$ cat config.mk
export PLATFORM = sky130hd
export DESIGN_NAME = adc_sar_ctrl
export DESIGN_NICKNAME = d
export VERILOG_FILES = /design/src/rtl/adc_sar_pkg.sv /design/src/rtl/adc_sar_cfg.sv /design/src/rtl/adc_sar_seq.sv /design/src/rtl/adc_sar_fmt.sv /design/src/rtl/adc_sar_ctrl.sv
export SDC_FILE = /design/constraint.sdc
export NUM_CORES = 1
export LEC_CHECK = 0
export BUFFER_PORTS_ARGS = -buffer_cell sky130_fd_sc_hd__clkbuf_2
export CELL_PAD_IN_SITES_DETAIL_PLACEMENT = 2
export CELL_PAD_IN_SITES_GLOBAL_PLACEMENT = 2
export CORE_ASPECT_RATIO = 1.1
export CORE_UTILIZATION = 35
export CTS_BUF_LIST = sky130_fd_sc_hd__clkbuf_16
export CTS_CLUSTER_DIAMETER = 50
export DETAILED_ROUTE_END_ITERATION = 8
export MAX_ROUTING_LAYER = met4
export PLACE_DENSITY_LB_ADDON = 0.1
export SYNTH_ARGS = -nofsm -noshare
export SYNTH_HDL_FRONTEND = slang
export SYNTH_HIERARCHICAL = 1
export SYNTH_SLANG_ARGS = --single-unit
$ cat constraint.sdc
create_clock -name clk -period 2 [get_ports clk]
set_input_delay 0.4 -clock clk [delete_from_list [all_inputs] [get_ports clk]]
set_output_delay 0.4 -clock clk [all_outputs]
set_load 0.05 [all_outputs]
$ cat src/rtl/adc_sar_pkg.sv
package adc_sar_pkg;

    typedef enum logic [1:0] {
        ST_IDLE  = 2'd0,
        ST_ACQ   = 2'd1,
        ST_TRIAL = 2'd2
    } seq_st_e;

endpackage

$ cat src/rtl/adc_sar_cfg.sv
module adc_sar_cfg #(
    parameter int CHAN_W    = 4,
    parameter int NUM_CHAN  = 13,
    parameter int SMALL_PKG = 0,
    parameter int GAP_LO    = 5,
    parameter int GAP_HI    = 7,
    parameter int ACQ_W     = 4
) (
    input  logic              clk,
    input  logic              rst_n,
    input  logic              ctl_we,
    input  logic              busy_i,
    input  logic              en_w,
    input  logic [CHAN_W-1:0] chan_w,
    input  logic              vpos_w,
    input  logic              vneg_w,
    input  logic              ljust_w,
    input  logic [ACQ_W-1:0]  acq_w,
    output logic              en_o,
    output logic [CHAN_W-1:0] mux_sel_o,
    output logic              vpos_o,
    output logic              vneg_o,
    output logic              ljust_o,
    output logic [ACQ_W-1:0]  acq_o
);
    localparam logic [CHAN_W-1:0] IDLE_SEL = {CHAN_W{1'b1}};

    typedef struct packed {
        logic              en;
        logic [CHAN_W-1:0] chan;
        logic              vpos;
        logic              vneg;
        logic              ljust;
        logic [ACQ_W-1:0]  acq;
    } cfg_t;

    cfg_t cfg_d, cfg_q;
    logic in_range, in_gap, chan_ok;

    always_comb begin
        cfg_d = cfg_q;
        if (ctl_we && !busy_i) begin
            cfg_d.en    = en_w;
            cfg_d.chan  = chan_w;
            cfg_d.vpos  = vpos_w;
            cfg_d.vneg  = vneg_w;
            cfg_d.ljust = ljust_w;
            cfg_d.acq   = acq_w;
        end
    end

    always_ff @(posedge clk or negedge rst_n) begin
        if (!rst_n) cfg_q <= '0;
        else        cfg_q <= cfg_d;
    end

    assign in_range = (cfg_q.chan < CHAN_W'(NUM_CHAN));

    generate
        if (SMALL_PKG != 0) begin : g_gap
            assign in_gap = (cfg_q.chan >= CHAN_W'(GAP_LO)) &&
                            (cfg_q.chan <= CHAN_W'(GAP_HI));
        end else begin : g_nogap
            assign in_gap = 1'b0;
        end
    endgenerate

    assign chan_ok   = in_range && !in_gap;
    assign mux_sel_o = chan_ok ? cfg_q.chan : IDLE_SEL;
    assign en_o      = cfg_q.en;
    assign vpos_o    = cfg_q.vpos;
    assign vneg_o    = cfg_q.vneg;
    assign ljust_o   = cfg_q.ljust;
    assign acq_o     = cfg_q.acq;

    // configuration frozen during a conversion
    p_cfg_frozen_r11: assert property (@(posedge clk) disable iff (!rst_n)
        busy_i |=> $stable(cfg_q));

endmodule

$ cat src/rtl/adc_sar_seq.sv
module adc_sar_seq
    import adc_sar_pkg::*;
#(
    parameter int RES_W = 10,
    parameter int ACQ_W = 4
) (
    input  logic             clk,
    input  logic             rst_n,
    input  logic             go_i,
    input  logic             en_i,
    input  logic [ACQ_W-1:0] acq_i,
    input  logic             cmp_i,
    output logic             busy_o,
    output logic [RES_W-1:0] dac_o,
    output logic             done_o,
    output logic [RES_W-1:0] res_o
);
    localparam int IDX_W = $clog2(RES_W);
    localparam logic [IDX_W-1:0] TOP_IDX = IDX_W'(RES_W - 1);

    typedef struct packed {
        seq_st_e          st;
        logic [ACQ_W-1:0] cnt;
        logic [IDX_W-1:0] idx;
        logic [RES_W-1:0] sar;
    } seq_t;

    seq_t s_d, s_q;
    logic [RES_W-1:0] trial;

    assign trial = s_q.sar | (RES_W'(1) << s_q.idx);

    always_comb begin
        s_d    = s_q;
        done_o = 1'b0;
        dac_o  = '0;
        res_o  = '0;
        unique case (s_q.st)
            ST_IDLE: begin
                if (go_i && en_i) begin
                    s_d.sar = '0;
                    s_d.idx = TOP_IDX;
                    s_d.cnt = acq_i;
                    s_d.st  = (acq_i == '0) ? ST_TRIAL : ST_ACQ;
                end
            end
            ST_ACQ: begin
                if (s_q.cnt == ACQ_W'(1)) s_d.st = ST_TRIAL;
                s_d.cnt = s_q.cnt - ACQ_W'(1);
            end
            ST_TRIAL: begin
                dac_o = trial;
                if (cmp_i) s_d.sar = trial;
                if (s_q.idx == '0) begin
                    done_o = 1'b1;
                    res_o  = s_d.sar;
                    s_d.st = ST_IDLE;
                end else begin
                    s_d.idx = s_q.idx - IDX_W'(1);
                end
            end
            default: s_d.st = ST_IDLE;
        endcase
    end

    always_ff @(posedge clk or negedge rst_n) begin
        if (!rst_n) s_q <= '{st: ST_IDLE, cnt: '0, idx: '0, sar: '0};
        else        s_q <= s_d;
    end

    assign busy_o = (s_q.st != ST_IDLE);

    // busy only rises after an accepted start
    p_start_gate_r2: assert property (@(posedge clk) disable iff (!rst_n)
        $rose(busy_o) |-> $past(go_i && en_i));

    // kept bits never decrease within a conversion
    p_sar_grows_r4: assert property (@(posedge clk) disable iff (!rst_n)
        (s_q.st == ST_TRIAL && s_q.idx != '0) |=> (s_q.sar >= $past(s_q.sar)));

endmodule

$ cat src/rtl/adc_sar_fmt.sv
module adc_sar_fmt #(
    parameter int RES_W = 10,
    parameter int REG_W = 8
) (
    input  logic             clk,
    input  logic             rst_n,
    input  logic             done_i,
    input  logic [RES_W-1:0] res_i,
    input  logic             ljust_i,
    input  logic             clr_i,
    output logic [REG_W-1:0] hi_o,
    output logic [REG_W-1:0] lo_o,
    output logic             flag_o
);
    localparam int PAD_W  = 2 * REG_W - RES_W;
    localparam int PAIR_W = 2 * REG_W;

    typedef struct packed {
        logic [PAIR_W-1:0] pair;
        logic              flag;
    } fmt_t;

    fmt_t f_d, f_q;
    logic [PAIR_W-1:0] packed_res;

    always_comb begin
        if (ljust_i) packed_res = {res_i, {PAD_W{1'b0}}};
        else         packed_res = {{PAD_W{1'b0}}, res_i};
    end

    always_comb begin
        f_d = f_q;
        if (clr_i) f_d.flag = 1'b0;
        if (done_i) begin
            f_d.pair = packed_res;
            f_d.flag = 1'b1;
        end
    end

    always_ff @(posedge clk or negedge rst_n) begin
        if (!rst_n) f_q <= '0;
        else        f_q <= f_d;
    end

    assign hi_o   = f_q.pair[PAIR_W-1:REG_W];
    assign lo_o   = f_q.pair[REG_W-1:0];
    assign flag_o = f_q.flag;

    // completion raises the flag
    p_done_flag_r5: assert property (@(posedge clk) disable iff (!rst_n)
        done_i |=> flag_o);

    // result pair changes only on completion
    p_res_hold_r5: assert property (@(posedge clk) disable iff (!rst_n)
        !done_i |=> $stable({hi_o, lo_o}));

    // flag is sticky until cleared
    p_flag_hold_r8: assert property (@(posedge clk) disable iff (!rst_n)
        (flag_o && !clr_i) |=> flag_o);

endmodule

$ cat src/rtl/adc_sar_ctrl.sv
module adc_sar_ctrl #(
    parameter int RES_W     = 10,
    parameter int REG_W     = 8,
    parameter int CHAN_W    = 4,
    parameter int NUM_CHAN  = 13,
    parameter int SMALL_PKG = 0,
    parameter int ACQ_W     = 4
) (
    input  logic              clk,
    input  logic              rst_n,
    input  logic              ctl_we,
    input  logic              ctl_en,
    input  logic [CHAN_W-1:0] ctl_chan,
    input  logic              ctl_vpos_ext,
    input  logic              ctl_vneg_ext,
    input  logic              ctl_ljust,
    input  logic [ACQ_W-1:0]  ctl_acq,
    input  logic              go_set,
    input  logic              flag_clr,
    input  logic              cmp_hi,
    output logic              busy,
    output logic              done_flag,
    output logic [REG_W-1:0]  res_hi,
    output logic [REG_W-1:0]  res_lo,
    output logic [RES_W-1:0]  dac_code,
    output logic [CHAN_W-1:0] mux_sel,
    output logic              vref_pos_sel,
    output logic              vref_neg_sel
);
    logic             en_w, ljust_w, done_w;
    logic [ACQ_W-1:0] acq_w;
    logic [RES_W-1:0] res_w;

    adc_sar_cfg #(
        .CHAN_W(CHAN_W), .NUM_CHAN(NUM_CHAN), .SMALL_PKG(SMALL_PKG),
        .GAP_LO(5), .GAP_HI(7), .ACQ_W(ACQ_W)
    ) cfg_i (
        .clk(clk), .rst_n(rst_n), .ctl_we(ctl_we), .busy_i(busy),
        .en_w(ctl_en), .chan_w(ctl_chan), .vpos_w(ctl_vpos_ext),
        .vneg_w(ctl_vneg_ext), .ljust_w(ctl_ljust), .acq_w(ctl_acq),
        .en_o(en_w), .mux_sel_o(mux_sel), .vpos_o(vref_pos_sel),
        .vneg_o(vref_neg_sel), .ljust_o(ljust_w), .acq_o(acq_w)
    );

    adc_sar_seq #(.RES_W(RES_W), .ACQ_W(ACQ_W)) seq_i (
        .clk(clk), .rst_n(rst_n), .go_i(go_set), .en_i(en_w),
        .acq_i(acq_w), .cmp_i(cmp_hi), .busy_o(busy), .dac_o(dac_code),
        .done_o(done_w), .res_o(res_w)
    );

    adc_sar_fmt #(.RES_W(RES_W), .REG_W(REG_W)) fmt_i (
        .clk(clk), .rst_n(rst_n), .done_i(done_w), .res_i(res_w),
        .ljust_i(ljust_w), .clr_i(flag_clr), .hi_o(res_hi), .lo_o(res_lo),
        .flag_o(done_flag)
    );

endmodule

==> flow_summary.ini <==
[setup_path]
slowest_delay_ps = 450
required_ps = 1600
path_buf_inv = 2
cp_slowest_cell = dfrtp_2
cp.depth = 6
crit_arrival_ps = 1590
path_class = reg2out
startpoint_type = flip-flop
path_cells = inv_4, ha_4, nor3b_4, nor2_1, nor2_2, buf_12
reg2regPathDepth = 7
end_kind = output port
cp_top_family = flip-flops
worst-path-max-fanout = 5

[global_route]
antenna_found_initial = 0
grt_max_degree = 50
grt_usage_pct = 20.02
grt.overflow.total = 0
grt_pass1_wl_um = 12100
grt_pass1_vias = 2315

[clock_tree]
path_clk_slew_ps = 70
clock_latency_ps = 290
numClockSinks = 49
h-tree-depth = 2
cts-root-buf = clkbuf_16
hold_buffers = 0
cts_tree = done
cts_buffers = 5
cts_buffer_depth = 2

[sta]
holdWs_ps = 93.35
tightest_slew_ps = 562.7
finalCriticalPeriod_ps = 1987
worst_slack_ps = 12.81
period_share_pct = 99.36
setup_violations = 0
fmax_mhz = 503.2
relSlewSlack_pct = 62.49
drv_slew = 0
finClkSkew_ps = 4.504
hold_violations = 0
rsz0062_at_grt = yes

[placement]
dp_hpwl_um = 5249
dp_cells = 413
post-place-ws_ps = 22.84
placed_cell_area_um2 = 3054
numPortBuffers = 51
gp_congestion = 0.7696

[route]
drtIter0Drc = 59
vias_per_cell = 5.047
drc_errors = 0
drt-total-wl_um = 7434
wl_per_cell_um = 17.53
dr.pass1.iters = 4
vias = 2140
drtAntennaViolNets = 0

[cells_and_area]
fin_cells = 424
layout-drive-gt1-share_pct = 36.99
final_common_cell = dfrtp_1
final_cell_mix = dfrtp_1, clkbuf_2, nor2_1
syn2layout_area_growth_pct = 22.06
final_nets = 343
diodes = 0
final_area_um2 = 3316

[power_and_ir_drop]
p_per_area_nw_per_um2 = 1640
p_total_mw = 5.437
max-vdd-ir-drop_v = 0.0007988
leakagePower_nw = 1.508

[yosys]
ys_ff_latch = 49
synth_edf_count = 0
syn-num-nets = 291
syn_inst = 266
postSynthAreaPerCell_um2 = 10.21
netlist_area_um2 = 2716
synthFlopType = dfrtp_1
ys_warn_count = 6
ys_seq_area_share_pct = 45.14
ys_types = 58
async_flop_share_pct = 100.0

[hold_path]
hp-class = in2async

[die]
fp.coreArea_um2 = 7473
row_count = 33
chipHeight_um = 94.40
die_width_um = 86.00
initial_utilization_pct = 36.35
die_area_um2 = 8118
io_pins = 52

[outcome]
status = complete, no violations

[flow_run]
drv_cap = 0
-- what timing repair did --
item	in CTS	in global routing
cloned	0	0
setup buffers	2	1
setup endpoints to repair	10	10
endpoints found under the hold margin	0	0
pin swaps	0	0
resized for setup	17	14
-- cell type report --
type,count,area (um2)
multi-input combinational,178,1295
sequential,49,1231
inverter,19,73.82
timing repair buffer,65,416.7
clock buffer,5,125.1
fill,818,4158
clock inverter,3,42.54
tap,105,131.4
-- cell families after synthesis --
family | after synthesis | share of synthesized area (%)
adders and majority gates | 7 | 3.224
buffers and inverters | 39 | 8.567
DFF | 49 | 45.14
muxes | 17 | 8.199
and+or+nand+nor | 82 | 18.06
AOI/OAI and AO/OA | 72 | 16.81
-- routing by layer --
metal	share of wire [%]	track usage, %	vias to the layer above
met5	0	-	-
met4	1.0	5.833	0
met3	2.2	3.234	7
met2	52	34.72	33
met1	45	23.99	1081
li1	-	-	1019
-- per-stage QoR --
stage | TNS [ps] | utilization [%]
after floorplan | 0 | -
after global placement | 0 | 40.87
after detailed placement | 0 | 40.87
after CTS | -40.45 | 43.93
after global routing | -149.4 | 44.37
final | 0 | 44.37
-- cells in the mapped netlist, types with 2 or more instances --
cell,n,area (um2)
nand2_1,6,22.52
mux2i_1,5,50.05
nor2b_1,5,31.28
a21oi_2,4,35.03
nand3b_1,6,45.04
o21ai_1,2,10.01
dfrtp_1,49,1226
o31ai_1,2,15.01
and2_1,6,37.54
nand3_1,7,35.03
nor2_1,30,112.6
a31oi_1,4,25.02
buf_4,8,60.06
buf_2,2,10.01
a21oi_1,24,120.1
o22a_1,2,17.52
a22o_1,2,17.52
a31o_2,3,26.28
nand2b_1,2,12.51
and4bb_2,2,25.02
o21ai_0,16,80.08
clkbuf_1,4,15.01
mux2_2,2,22.52
inv_1,18,67.56
nor3_1,2,10.01
ha_1,7,87.58
or3_1,2,12.51
mux2_4,10,150.1
buf_6,5,56.30
-- final timing paths --
path	from	end	slack, ps
setup / recovery	seq_i/s_q[10]	dac_code[0]	10
hold / removal	rst_n	seq_i/s_q[8]	90
setup reg to reg	seq_i/s_q[11]	seq_i/s_q[10]	230
hold reg to reg	fmt_i/flag_o	fmt_i/flag_o	480
max in group asynchronous	rst_n	seq_i/s_q[11]	1660
min in group clk	ctl_acq[3]	cfg_i/acq_o[3]	330
-- flip-flops by register name (all words and copies together), names as in the netlist --
signal	flops
cfg_i/acq_o	4
fmt_i/hi_o	8
seq_i/s_q	20
cfg_i/cfg_q	4
fmt_i/lo_o	8
fmt_i/flag_o	1
cfg_i/vneg_o	1
cfg_i/en_o	1
cfg_i/ljust_o	1
cfg_i/vpos_o	1
-- power by group --
group          internal (mW)  switching (mW)  leakage [nW]
Combinational           1.02            1.68         0.816
Clock                  0.589           0.389        0.0852
Sequential              1.34           0.431         0.606
Total                   2.94            2.50          1.51
Power figures use the tool's default switching activity.
